**src/rtl/crc_ser_pkg.sv**
```systemverilog
package crc_ser_pkg;

    typedef enum logic [1:0] {
        ST_IDLE    = 2'd0,
        ST_COLLECT = 2'd1,
        ST_FLUSH   = 2'd2,
        ST_DONE    = 2'd3
    } crc_state_e;

    typedef enum logic {
        MODE_GEN   = 1'b0,
        MODE_CHECK = 1'b1
    } crc_mode_e;

endpackage

```
**src/rtl/crc_ser_lfsr.sv**
```systemverilog
module crc_ser_lfsr #(
    parameter int                WIDTH = 16,
    parameter logic [WIDTH-1:0]  POLY  = 16'h1021
) (
    input  logic             clk,
    input  logic             rst_n,
    input  logic             clr_i,
    input  logic             shift_i,
    input  logic             din_i,
    output logic [WIDTH-1:0] rem_o
);

    logic [WIDTH-1:0] rem_q;
    logic [WIDTH-1:0] rem_nxt;
    logic             feedback;

    assign feedback = rem_q[WIDTH-1];

    // One division step: shift the dividend bit in, subtract the
    // generator whenever the departing top term is set.
    generate
        for (genvar b = 0; b < WIDTH; b++) begin : g_tap
            if (b == 0) begin : g_low
                assign rem_nxt[b] = din_i ^ (POLY[b] & feedback);
            end else begin : g_up
                assign rem_nxt[b] = rem_q[b-1] ^ (POLY[b] & feedback);
            end
        end
    endgenerate

    always_ff @(posedge clk or negedge rst_n) begin
        if (!rst_n) begin
            rem_q <= '0;
        end else if (clr_i) begin
            rem_q <= '0;
        end else if (shift_i) begin
            rem_q <= rem_nxt;
        end
    end

    assign rem_o = rem_q;

    // register moves only when told to
    a_r8_hold_without_shift: assert property (@(posedge clk) disable iff (!rst_n)
        (!clr_i && !shift_i) |=> $stable(rem_q));

    // clear wins
    a_r1_clear_zero: assert property (@(posedge clk) disable iff (!rst_n)
        clr_i |=> (rem_q == '0));

endmodule

```
**src/rtl/crc_ser_ctrl.sv**
```systemverilog
module crc_ser_ctrl
    import crc_ser_pkg::*;
#(
    parameter int WIDTH = 16
) (
    input  logic clk,
    input  logic rst_n,
    input  logic start_i,
    input  logic mode_i,
    input  logic valid_i,
    input  logic bit_i,
    input  logic last_i,
    output logic clr_o,
    output logic shift_o,
    output logic din_o,
    output logic done_o,
    output logic busy_o,
    output logic check_o
);

    localparam int             CNT_W    = $clog2(WIDTH + 1);
    localparam logic [CNT_W-1:0] LAST_CNT = CNT_W'(WIDTH - 1);

    crc_state_e       state_q, state_d;
    crc_mode_e        mode_q;
    logic [CNT_W-1:0] cnt_q;

    // next-state logic
    always_comb begin
        state_d = state_q;
        unique case (state_q)
            ST_IDLE:    state_d = ST_IDLE;
            ST_COLLECT: begin
                if (valid_i && last_i) begin
                    state_d = (mode_q == MODE_CHECK) ? ST_DONE : ST_FLUSH;
                end
            end
            ST_FLUSH:   if (cnt_q == LAST_CNT) state_d = ST_DONE;
            ST_DONE:    state_d = ST_DONE;
            default:    state_d = ST_IDLE;
        endcase
        if (start_i) begin
            state_d = ST_COLLECT;
        end
    end

    // state register, mode latch and flush counter
    always_ff @(posedge clk or negedge rst_n) begin
        if (!rst_n) begin
            state_q <= ST_IDLE;
            mode_q  <= MODE_GEN;
            cnt_q   <= '0;
        end else begin
            state_q <= state_d;
            if (start_i) begin
                mode_q <= crc_mode_e'(mode_i);
            end
            if (state_q == ST_FLUSH && !start_i) begin
                cnt_q <= cnt_q + 1'b1;
            end else begin
                cnt_q <= '0;
            end
        end
    end

    // outputs
    always_comb begin
        clr_o   = start_i;
        shift_o = 1'b0;
        din_o   = 1'b0;
        done_o  = 1'b0;
        busy_o  = 1'b0;
        unique case (state_q)
            ST_IDLE: ;
            ST_COLLECT: begin
                busy_o  = 1'b1;
                shift_o = valid_i && !start_i;
                din_o   = bit_i;
            end
            ST_FLUSH: begin
                busy_o  = 1'b1;
                shift_o = !start_i;
                din_o   = 1'b0;
            end
            ST_DONE: done_o = 1'b1;
            default: ;
        endcase
    end

    assign check_o = (mode_q == MODE_CHECK);

    // flush count never passes the generator degree
    a_r3_flush_bounded: assert property (@(posedge clk) disable iff (!rst_n)
        (state_q == ST_FLUSH) |-> (cnt_q < CNT_W'(WIDTH)));

    // generate-mode results always come out of the flush
    a_r3_gen_done_after_flush: assert property (@(posedge clk) disable iff (!rst_n)
        ($rose(done_o) && mode_q == MODE_GEN) |-> ($past(state_q) == ST_FLUSH));

    // check mode never flushes
    a_r5_check_no_flush: assert property (@(posedge clk) disable iff (!rst_n)
        (state_q == ST_FLUSH) |-> (mode_q == MODE_GEN));

    // gaps keep the machine collecting
    a_r8_gap_stays: assert property (@(posedge clk) disable iff (!rst_n)
        (state_q == ST_COLLECT && !valid_i && !start_i) |=> (state_q == ST_COLLECT));

endmodule

```
**src/rtl/crc_serial_unit.sv**
```systemverilog
module crc_serial_unit #(
    parameter int                WIDTH = 16,
    parameter logic [WIDTH-1:0]  POLY  = 16'h1021
) (
    input  logic             clk,
    input  logic             rst_n,
    input  logic             start_i,
    input  logic             mode_i,
    input  logic             bit_valid_i,
    input  logic             bit_i,
    input  logic             last_i,
    output logic [WIDTH-1:0] rem_o,
    output logic             rem_valid_o,
    output logic             pass_o,
    output logic             busy_o
);

    logic clr, shift, din, done, check;

    crc_ser_ctrl #(.WIDTH(WIDTH)) i_ctrl (
        .clk     (clk),
        .rst_n   (rst_n),
        .start_i (start_i),
        .mode_i  (mode_i),
        .valid_i (bit_valid_i),
        .bit_i   (bit_i),
        .last_i  (last_i),
        .clr_o   (clr),
        .shift_o (shift),
        .din_o   (din),
        .done_o  (done),
        .busy_o  (busy_o),
        .check_o (check)
    );

    crc_ser_lfsr #(.WIDTH(WIDTH), .POLY(POLY)) i_lfsr (
        .clk     (clk),
        .rst_n   (rst_n),
        .clr_i   (clr),
        .shift_i (shift),
        .din_i   (din),
        .rem_o   (rem_o)
    );

    assign rem_valid_o = done;
    assign pass_o      = done && check && (rem_o == '0);

    // start gives a clean, busy, not-yet-valid unit
    a_r1_start_clean: assert property (@(posedge clk) disable iff (!rst_n)
        start_i |=> (rem_o == '0 && busy_o && !rem_valid_o));

    // held result
    a_r7_result_held: assert property (@(posedge clk) disable iff (!rst_n)
        (rem_valid_o && !start_i) |=> (rem_valid_o && $stable(rem_o) && $stable(pass_o)));

    // idle unit ignores bit traffic
    a_r7_idle_ignores: assert property (@(posedge clk) disable iff (!rst_n)
        (!busy_o && !start_i) |=> $stable(rem_o));

    // no pass while busy
    a_r6_no_pass_busy: assert property (@(posedge clk) disable iff (!rst_n)
        busy_o |-> !pass_o);

endmodule

```
**config.mk**
```make
export PLATFORM = sky130hd
export DESIGN_NAME = crc_serial_unit
export DESIGN_NICKNAME = d
export VERILOG_FILES = /design/src/rtl/crc_ser_pkg.sv /design/src/rtl/crc_ser_lfsr.sv /design/src/rtl/crc_ser_ctrl.sv /design/src/rtl/crc_serial_unit.sv
export SDC_FILE = /design/constraint.sdc
export NUM_CORES = 1
export LEC_CHECK = 0
export BUFFER_PORTS_ARGS = -buffer_cell sky130_fd_sc_hd__buf_2
export CORE_UTILIZATION = 57
export CTS_CLUSTER_DIAMETER = 200
export CTS_CLUSTER_SIZE = 8
export DETAILED_ROUTE_END_ITERATION = 8
export PLACE_DENSITY = 0.8
export REMOVE_ABC_BUFFERS = 1
export SYNTH_ARGS = -nofsm -noshare
export SYNTH_HDL_FRONTEND = slang
export SYNTH_SLANG_ARGS = --single-unit
```
**constraint.sdc**
```tcl
create_clock -name clk -period 5.35 [get_ports clk]
set_clock_uncertainty 0.15 [all_clocks]
set_input_delay 0 -clock clk [delete_from_list [all_inputs] [get_ports clk]]
set_output_delay 0 -clock clk [all_outputs]
set_load 0.01 [all_outputs]
```
==> reports/results.tsv, run 1 <==
metric	value	unit
grt_max_degree	25	
wl_per_cell	13.9	um
layout-drive-gt1-share	0.250	
num_io_pins	26	
synthMuxAreaShare	0.0898	
synth_area_leaders	dfrtp_1 (48%), ha_1 (8.1%), mux2i_1 (8.1%)	
register_area	601	um^2
post_cts_buffers	0	
synth_area	1240	um^2
synth_simple_gate_area_frac	0.183	
grt_setup_unrepaired	false	
hp-class	input pin to asynchronous set/reset pin	
start_kind	register	
vias	916	
first_pass_iters	5	
grt_pass1_wl	3.93	mm
peakVddDrop	240	uV
grt_use_total	0.216	
grt_pass1_vias	863	
clkPwrFrac	0.203	
crit_chain	inv_1 -> ha_1 -> and2_4 -> a211oi_2 -> dlygate4sd3_1	
cts_tree	yes	
clock.fmax	439	MHz
netSwitchingFraction	0.368	
core-area	2000	um^2
clkSinkCount	24	
power	634	uW
wirelength	2.33	mm
path_class	register to register	
crit_family	buffers and inverters	
drt_iter0_drc	13	
r2r_start	i_ctrl.state_q[0]	
seq_area_frac_synth	0.484	
drc	0	
worstPathRequired	5.41	ns
final_cell_mix	buf_2 (25), dfrtp_1 (24), nand2b_1 (14)	
place_hpwl	1.67	mm
setup_viol	0	
leakage	0.729	nW
slew_viol_final	0	
worst_slew_pin_slew	0.523	ns
multi_input_area	594	um^2
max_cap_violations	0	
cp.arrival	2.34	ns
fin_crit	2.28	ns
utilization	0.740	
syn-mean-instance-area	11.4	um^2
placementRows	16	
fp.dieH	48.6	um
vias_per_cell	5.49	
seqPwrFrac	0.367	
clock_latency	0.31	ns
drtAntennaViolNets	0	
synth-compound-area-share	0.0908	
synth_seq_cells	24	
powerDensity	428	nW/um^2
synth_xor_area_frac	0.0353	
start_util	0.619	
grt_overflow	0	
die_w	48.6	um
htree_levels	1	
holdBufCountCts	6	
dpl_cell_area	1370	um^2
p_sw	233	uW
timing_hold_violations_final	0	
period_share	0.425	
cpPeakStageDelay	0.57	ns
cts-root-buf	clkbuf_4	
crit_path_end_kind	register	
clk_path_buf_depth	2	
ys_types	29	
outcome	finished, final reports clean	
layout_commonest_cell	buf_2	
crit_slowest_cell	dlygate4sd3_1	
synth_fa_ha_area_frac	0.0807	
nNetsFinal	156	
power_frac_comb	0.431	
yosys.area.top_type	dfrtp_1	
worstRegToRegCells	5	
yosysWarnings	0	
intPower	401	uW
maxSlewHeadroom	0.651	
synth_top_area_frac	0.484	
cp-startpoint	i_ctrl.state_q[0]	
fin_tns_setup	0	ns
n_fill_cell	156	
cp_num_cells	5	
finalWeightedCongestion	0.745	
numCtsBuffers	3	
async_flop_share	1.00	
synth_ff_type	dfrtp_1	
synth_top_family_by_area	simple AND/OR/NAND/NOR gates	
antenna_found_initial	0	
portBuffers	25	
cts_resized	0	
syn_inst	109	
worstPathMaxFanout	16	
path_clk_slew	0.14	ns
die-area	2370	um^2
antenna_cells	0	
area_growth	19.5	%
finish.instance_area	1480	um^2
crit_buf_inv	2	
synth-edff-count	0	
flip-flops by register name, indices dropped and copies added (netlist names):
name	count
i_ctrl.state_q	2
i_ctrl.cnt_q	5
i_ctrl.check_o	1
i_lfsr.rem_o	16
power groups by stage:
stage / registers (mW) / logic (mW) / clock network (mW)
CTS: 0.232 / 0.270 / 0.131
floorplan: 0.237 / 0.183 / 0
detailed placement: 0.236 / 0.262 / 0
global placement: 0.233 / 0.252 / 0
finish: 0.232 / 0.273 / 0.128
global route: 0.236 / 0.295 / 0.140
stage by stage:
stage / std cells / setup WS [ns] / hold WS (ns)
after floorplan: 105 / 3.72 / -0.446
after global placement: 157 / 3.64 / -0.150
after detailed placement: 157 / 3.57 / -0.144
after CTS: 167 / 3.12 / 0.0365
after global routing: 167 / 2.97 / 0.0549
final: 167 / 3.07 / 0.0257
cell usage after synthesis, drive strengths merged, types with 2 or more instances:
| master | number |
|---|---|
| nand2b | 14 |
| mux2i | 10 |
| buf | 2 |
| inv | 4 |
| nor4 | 2 |
| clkbuf | 2 |
| a21oi | 4 |
| nand2 | 2 |
| xnor2 | 3 |
| xor2 | 2 |
| nand4b | 3 |
| a211oi | 4 |
| nor2 | 7 |
| dfrtp | 24 |
| o21ai | 5 |
| or4 | 2 |
| ha | 8 |
layout make-up:
cell class / count / share of cell area
sequential: 24 / 0.405
multi-input combinational: 77 / 0.401
timing repair buffer: 31 / 0.125
tap: 27 / 0.0228
clock inverter: 1 / 0.0203
clock buffer: 3 / 0.0152
inverter: 4 / 0.0101
logic make-up after synthesis:
group	Yosys count
fa+ha+maj	8
flops	24
xor+xnor	5
simple gates	38
buf+inv	8
mux	11
compound gates	15
worst reg2reg max path: stages (launching register included):
cell and delay [ns]:
dfrtp_1 0.45, inv_1 0.11, ha_1 0.44, and2_4 0.36
a211oi_2 0.11, dlygate4sd3_1 0.57
final timing paths:
path,to,slack [ns]
worst max register to register,i_lfsr.rem_o[0],3.07
worst max-delay path,i_lfsr.rem_o[0],3.07
min in group clk,i_ctrl.check_o,0.30
max in group asynchronous,i_lfsr.rem_o[5],4.67
worst min-delay path,i_lfsr.rem_o[11],0.03
worst min register to register,i_ctrl.cnt_q[0],0.34
layer usage:
layer | vias up | GRT usage | wire (um)
met1 | 443 | 0.301 | 1160
met2 | 28 | 0.338 | 1050
li1 | 443 | - | -
met5 | - | 0 | 0
met3 | 2 | 0.0409 | 103
met4 | 0 | 0.0735 | 14
Power figures use the tool's default switching activity.
==> run 2: changes to the inputs <==
--- a/config.mk
+++ b/config.mk
@@ -6,11 +6,11 @@
 export NUM_CORES = 1
 export LEC_CHECK = 0
 export BUFFER_PORTS_ARGS = -buffer_cell sky130_fd_sc_hd__buf_2
-export CORE_UTILIZATION = 57
+export CORE_UTILIZATION = 53
 export CTS_CLUSTER_DIAMETER = 200
 export CTS_CLUSTER_SIZE = 8
 export DETAILED_ROUTE_END_ITERATION = 8
-export PLACE_DENSITY = 0.8
+export PLACE_DENSITY = 0.75
 export REMOVE_ABC_BUFFERS = 1
 export SYNTH_ARGS = -nofsm -noshare
 export SYNTH_HDL_FRONTEND = slang
==> constraint.sdc (replaced) <==
create_clock -name clk -period 2.1 [get_ports clk]
set_clock_uncertainty 0.15 [all_clocks]
set_input_delay 0 -clock clk [delete_from_list [all_inputs] [get_ports clk]]
set_output_delay 0 -clock clk [all_outputs]
set_load 0.01 [all_outputs]
==> run 2 against run 1 <==
  * Global-route usage down 1.1 points
  * Power rose by 130%
  * Design area down 1.9%
==> reports/results.tsv, run 2 (synthesized netlist as in run 1, its figures left out) <==
metric	value	unit	change
clkPwrFrac	0.139		-0.064
start_kind	register		
grt_use_total	0.204		-0.0115
crit_slowest_cell	dfrtp_1		
fin_tns_setup	0	ns	unchanged
clk_path_buf_depth	2		unchanged
outcome	finished, final reports clean		
numCtsBuffers	3		unchanged
cp.arrival	1.85	ns	-0.49 ns
first_pass_iters	4		-1
drc	0		unchanged
clkSinkCount	24		unchanged
num_io_pins	26		unchanged
wirelength	2.32	mm	-0.43%
seqPwrFrac	0.406		+0.039
layout-drive-gt1-share	0.245		-0.00540
area_growth	17.2	%	
vias_per_cell	5.49		unchanged
portBuffers	25		unchanged
period_share	0.838		+0.413
grt_pass1_vias	858		-0.58%
clock.fmax	568	MHz	+29%
start_util	0.561		-0.0589
fin_crit	1.76	ns	-0.515 ns
worst_slew_pin_slew	0.535	ns	+0.0122 ns
powerDensity	1000	nW/um^2	+130%
clock_latency	0.31	ns	about the same
p_sw	573	uW	+150%
die-area	2540	um^2	+7.2%
final_cell_mix	buf_2 (25), dfrtp_1 (24), nand2b_1 (14)		
power_frac_comb	0.456		+0.025
grt_max_degree	25		unchanged
hp-class	input pin to asynchronous set/reset pin		
intPower	885	uW	+120%
leakage	0.713	nW	-2.2%
netSwitchingFraction	0.393		+0.0253
placementRows	17		+1
crit_chain	inv_1 -> ha_1 -> and2_4 -> mux2i_1		
core-area	2210	um^2	+10%
die_w	50.4	um	+3.6%
worstPathRequired	2.19	ns	-3.22 ns
worstPathMaxFanout	16		unchanged
crit_path_end_kind	register		
placed_cells	158		+0.64%
crit_buf_inv	1		-1
layout_commonest_cell	buf_2		
vias	916		unchanged
path_class	register to register		
drt_iter0_drc	6		-7
crit_family	flip-flops		
drtAntennaViolNets	0		unchanged
antenna_cells	0		unchanged
finalWeightedCongestion	0.730		-2.0%
grt_pass1_wl	3.83	mm	-2.6%
htree_levels	1		unchanged
n_fill_cell	176		+13%
grt_setup_unrepaired	false		
peakVddDrop	642	uV	+170%
cts_tree	yes		
antenna_found_initial	0		unchanged
stdcell_count	167		unchanged
cts-root-buf	clkbuf_4		
max_cap_violations	0		unchanged
largest_reg_flops	16		unchanged
wl_per_cell	13.9	um	-0.43%
setup_viol	0		unchanged
cpPeakStageDelay	0.44	ns	-0.13 ns
slew_viol_final	0		unchanged
timing_hold_violations_final	0		unchanged
fp.dieH	50.4	um	+3.6%
maxSlewHeadroom	0.643		-0.00814
nNetsFinal	156		unchanged
place_hpwl	1.65	mm	-1.6%
path_clk_slew	0.13	ns	about the same
grt_overflow	0		unchanged
==> run 2: changes by cell type in the layout (fill, tap and decap cells not counted), sizes merged <==
cell / before / now
bufinv: 1 / 0
==> run 2: metrics by stage <==
step | instance area [um^2] | setup WS (ns) | hold WS [ns] | total power [mW] | utilization
after detailed placement | 1370 | 0.347 | -0.135 | 1.26 | 0.619
final | 1450 | 0.339 | 0.0264 | 1.46 | 0.657
after floorplan | 1210 | 0.468 | -0.446 | 1.07 | -
after global placement | 1370 | 0.408 | -0.144 | 1.24 | 0.619
after global routing | 1450 | 0.175 | 0.0897 | 1.57 | 0.657
after CTS | 1450 | 0.320 | 0.0535 | 1.46 | 0.657
==> run 2: worst paths after layout <==
kind                       slack [ns]         startpoint  depth (start not counted)               end
setup / recovery                 0.34  i_ctrl.state_q[0]                          4   i_lfsr.rem_o[2]
hold / removal                   0.03              rst_n                          2  i_lfsr.rem_o[15]
max in group asynchronous        1.41              rst_n                          2   i_ctrl.cnt_q[2]
hold reg to reg                  0.34    i_ctrl.cnt_q[0]                          1   i_ctrl.cnt_q[0]
min in group clk                 0.31             mode_i                          3    i_ctrl.check_o
setup reg to reg                 0.34  i_ctrl.state_q[0]                          4   i_lfsr.rem_o[2]
==> run 2: what timing repair did <==
action,in CTS,in global routing
hold endpoints to repair,31,0
gates resized for setup,0,0
hold buffers,6,0
setup buffers,0,0
setup endpoints to repair,0,0
==> run 2: final cells by class <==
class / count / area, um^2 / area share
clock buffer: 3 / 22.5 / 0.0155
inverter: 4 / 15.0 / 0.0103
multi-input combinational: 77 / 594 / 0.409
sequential: 24 / 601 / 0.413
tap: 28 / 35.0 / 0.0241
timing repair buffer: 31 / 185 / 0.127
==> run 2: power groups by stage <==
stage | combinational [mW] | sequential, mW | clock [mW]
6_report | 0.665 | 0.592 | 0.202
2_1_floorplan | 0.467 | 0.605 | 0
5_1_grt | 0.746 | 0.604 | 0.220
3_3_place_gp | 0.642 | 0.596 | 0
3_5_place_dp | 0.659 | 0.601 | 0
4_1_cts | 0.672 | 0.591 | 0.202
==> run 2: metal layers <==
metal	wire length (um)	up-vias	part of all wire	global-route usage
li1	-	440	-	-
met1	1220	442	0.53	0.296
met2	973	32	0.42	0.304
met3	102	2	0.044	0.0333
met4	17	0	0.0073	0.0833
met5	0	-	0	0
==> run 3: changes to the inputs <==
==> constraint.sdc (replaced) <==
create_clock -name clk -period 1.8 [get_ports clk]
set_clock_uncertainty 0.15 [all_clocks]
set_input_delay 0 -clock clk [delete_from_list [all_inputs] [get_ports clk]]
set_output_delay 0 -clock clk [all_outputs]
set_load 0.01 [all_outputs]
==> run 3 against run 2 <==
  * Design area up 0.60%
  * Fmax up 0.95%
  * Sequential power up 17%
  * Worst hold slack worse by 0.013 ns
  * Register-to-register slack worse by 0.28 ns
  * Via count down 1.7%
  * Sequential cell count unchanged
  * Clock power up 12%
  * Global-route usage down 0.52 points
  * Combinational power up 25%
  * Critical path type unchanged
  * Largest power group unchanged
==> reports/results.tsv, run 3 (synthesized netlist as in run 1, its figures left out) <==
metric	value	unit	change
finish.instance_area	1460	um^2	+0.60%
antenna_found_initial	0		unchanged
grt_overflow	0		unchanged
setup_viol	0		unchanged
place_hpwl	1.61	mm	-2.0%
dpl_cell_area	1380	um^2	+0.55%
n_fill_cell	188		+6.8%
placementRows	17		unchanged
vias	900		-1.7%
cts_tree	yes		
clkSinkCount	24		unchanged
cp.arrival	1.84	ns	about the same
hp-class	input pin to register		
crit_path_end_kind	register		
fp.dieH	50.4	um	unchanged
vias_per_cell	5.36		-2.3%
drc	0		unchanged
clk_path_buf_depth	2		unchanged
crit_end	i_ctrl.state_q[0]		
timing_hold_violations_final	0		unchanged
cp-startpoint	i_ctrl.cnt_q[0]		
whs_path_depth	4		
clock.fmax	573	MHz	+0.95%
start_util	0.561		unchanged
layout-drive-gt1-share	0.271		+0.0268
numCtsBuffers	3		unchanged
drtAntennaViolNets	0		unchanged
layout_commonest_cell	buf_2		
wirelength	2.34	mm	+0.99%
cts-root-buf	clkbuf_4		
largest_reg_flops	16		unchanged
utilization	0.661		+0.00396
htree_levels	1		unchanged
start_kind	register		
area_growth	17.9	%	
fin_crit	1.74	ns	-0.0166 ns
finalWeightedCongestion	0.776		+6.2%
die-area	2540	um^2	unchanged
powerDensity	1200	nW/um^2	+20%
clock_latency	0.30	ns	about the same
post_cts_buffers	0		unchanged
reg2reg_slack	0.06	ns	-0.28 ns
die_w	50.4	um	unchanged
nNetsFinal	157		+0.64%
power	1.75	mW	+20%
slew_viol_final	0		unchanged
grt_setup_unrepaired	true		
worstPathRequired	1.89	ns	-0.30 ns
grt_pass1_vias	836		-2.6%
period_share	0.969		+0.131
grt_pass1_wl	3.73	mm	-2.5%
worst_slew_pin_slew	0.519	ns	-0.0162 ns
grt_max_degree	25		unchanged
core-area	2210	um^2	unchanged
maxSlewHeadroom	0.654		+0.0108
num_io_pins	26		unchanged
final_cell_mix	buf_2 (25), dfrtp_1 (23), nand2b_1 (14)		
grt_use_total	0.199		-0.00518
portBuffers	25		unchanged
r2r_end	i_ctrl.state_q[0]		
worstRegToRegCells	6		+2
antenna_cells	0		unchanged
max_cap_violations	0		unchanged
drt_iter0_drc	13		+7
leakage	0.713	nW	about the same
wl_per_cell	13.9	um	+0.39%
r2r_start	i_ctrl.cnt_q[0]		
peakVddDrop	639	uV	-0.49%
outcome	finished, final reports clean		
path_class	register to register		
first_pass_iters	4		unchanged
worstPathMaxFanout	4		-12
path_clk_slew	0.12	ns	about the same
run 3: worst min-delay path by stage:
stage / startpoint / end / slack (ns)
after detailed placement: rst_n / i_lfsr.rem_o[15] / -0.14
after global placement: rst_n / i_lfsr.rem_o[15] / -0.14
final: bit_valid_i / i_lfsr.rem_o[6] / 0.01
after global routing: bit_valid_i / i_lfsr.rem_o[13] / 0.03
after CTS: bit_valid_i / i_lfsr.rem_o[6] / 0.0003
after floorplan: rst_n / i_ctrl.check_o / -0.45
run 3: metrics by stage:
| stage | worst slack [ns] | std cells | hold WS, ns | setup TNS, ns |
|---|---|---|---|---|
| 2_1_floorplan | 0.168 | 105 | -0.446 | 0 |
| 3_3_place_gp | 0.138 | 159 | -0.145 | 0 |
| 3_5_place_dp | 0.0637 | 159 | -0.137 | 0 |
| 4_1_cts | 0.0395 | 167 | 0.000285 | 0 |
| 5_1_grt | -0.0141 | 168 | 0.0263 | -0.0141 |
| 6_report | 0.0558 | 168 | 0.0135 | 0 |
run 3: timing repair:
action | 4_1_cts | 5_1_grt
hold buffers | 5 | 0
endpoints found under the setup margin | 0 | 5
resized for setup | 0 | 2
hold endpoints to repair | 30 | 0
run 3: metal layers:
layer	up-vias	track usage	wire length [um]
li1	446	-	-
met4	0	0.0833	17
met5	-	0	0
met2	18	0.322	1110
met1	434	0.267	1150
met3	2	0.0273	62
run 3: final cells by class:
class / count / area, um^2 / share of cell area
sequential: 24 / 602 / 0.412
multi-input combinational: 78 / 604 / 0.414
clock buffer: 3 / 22.5 / 0.0154
inverter: 4 / 15.0 / 0.0103
tap: 28 / 35.0 / 0.0240
timing repair buffer: 31 / 183 / 0.125
run 3: critical path, stage by stage, from the launching register on:
cell,delay (ns)
dfrtp_1,0.40
ha_2,0.19
and3_1,0.16
ha_1,0.13
nor2b_1,0.06
or4_1,0.50
nand3b_1,0.09
run 3: where the power goes:
group	switching (mW)	internal, mW
combinational	0.459	0.374
clock	0.149	0.0780
sequential	0.0810	0.613
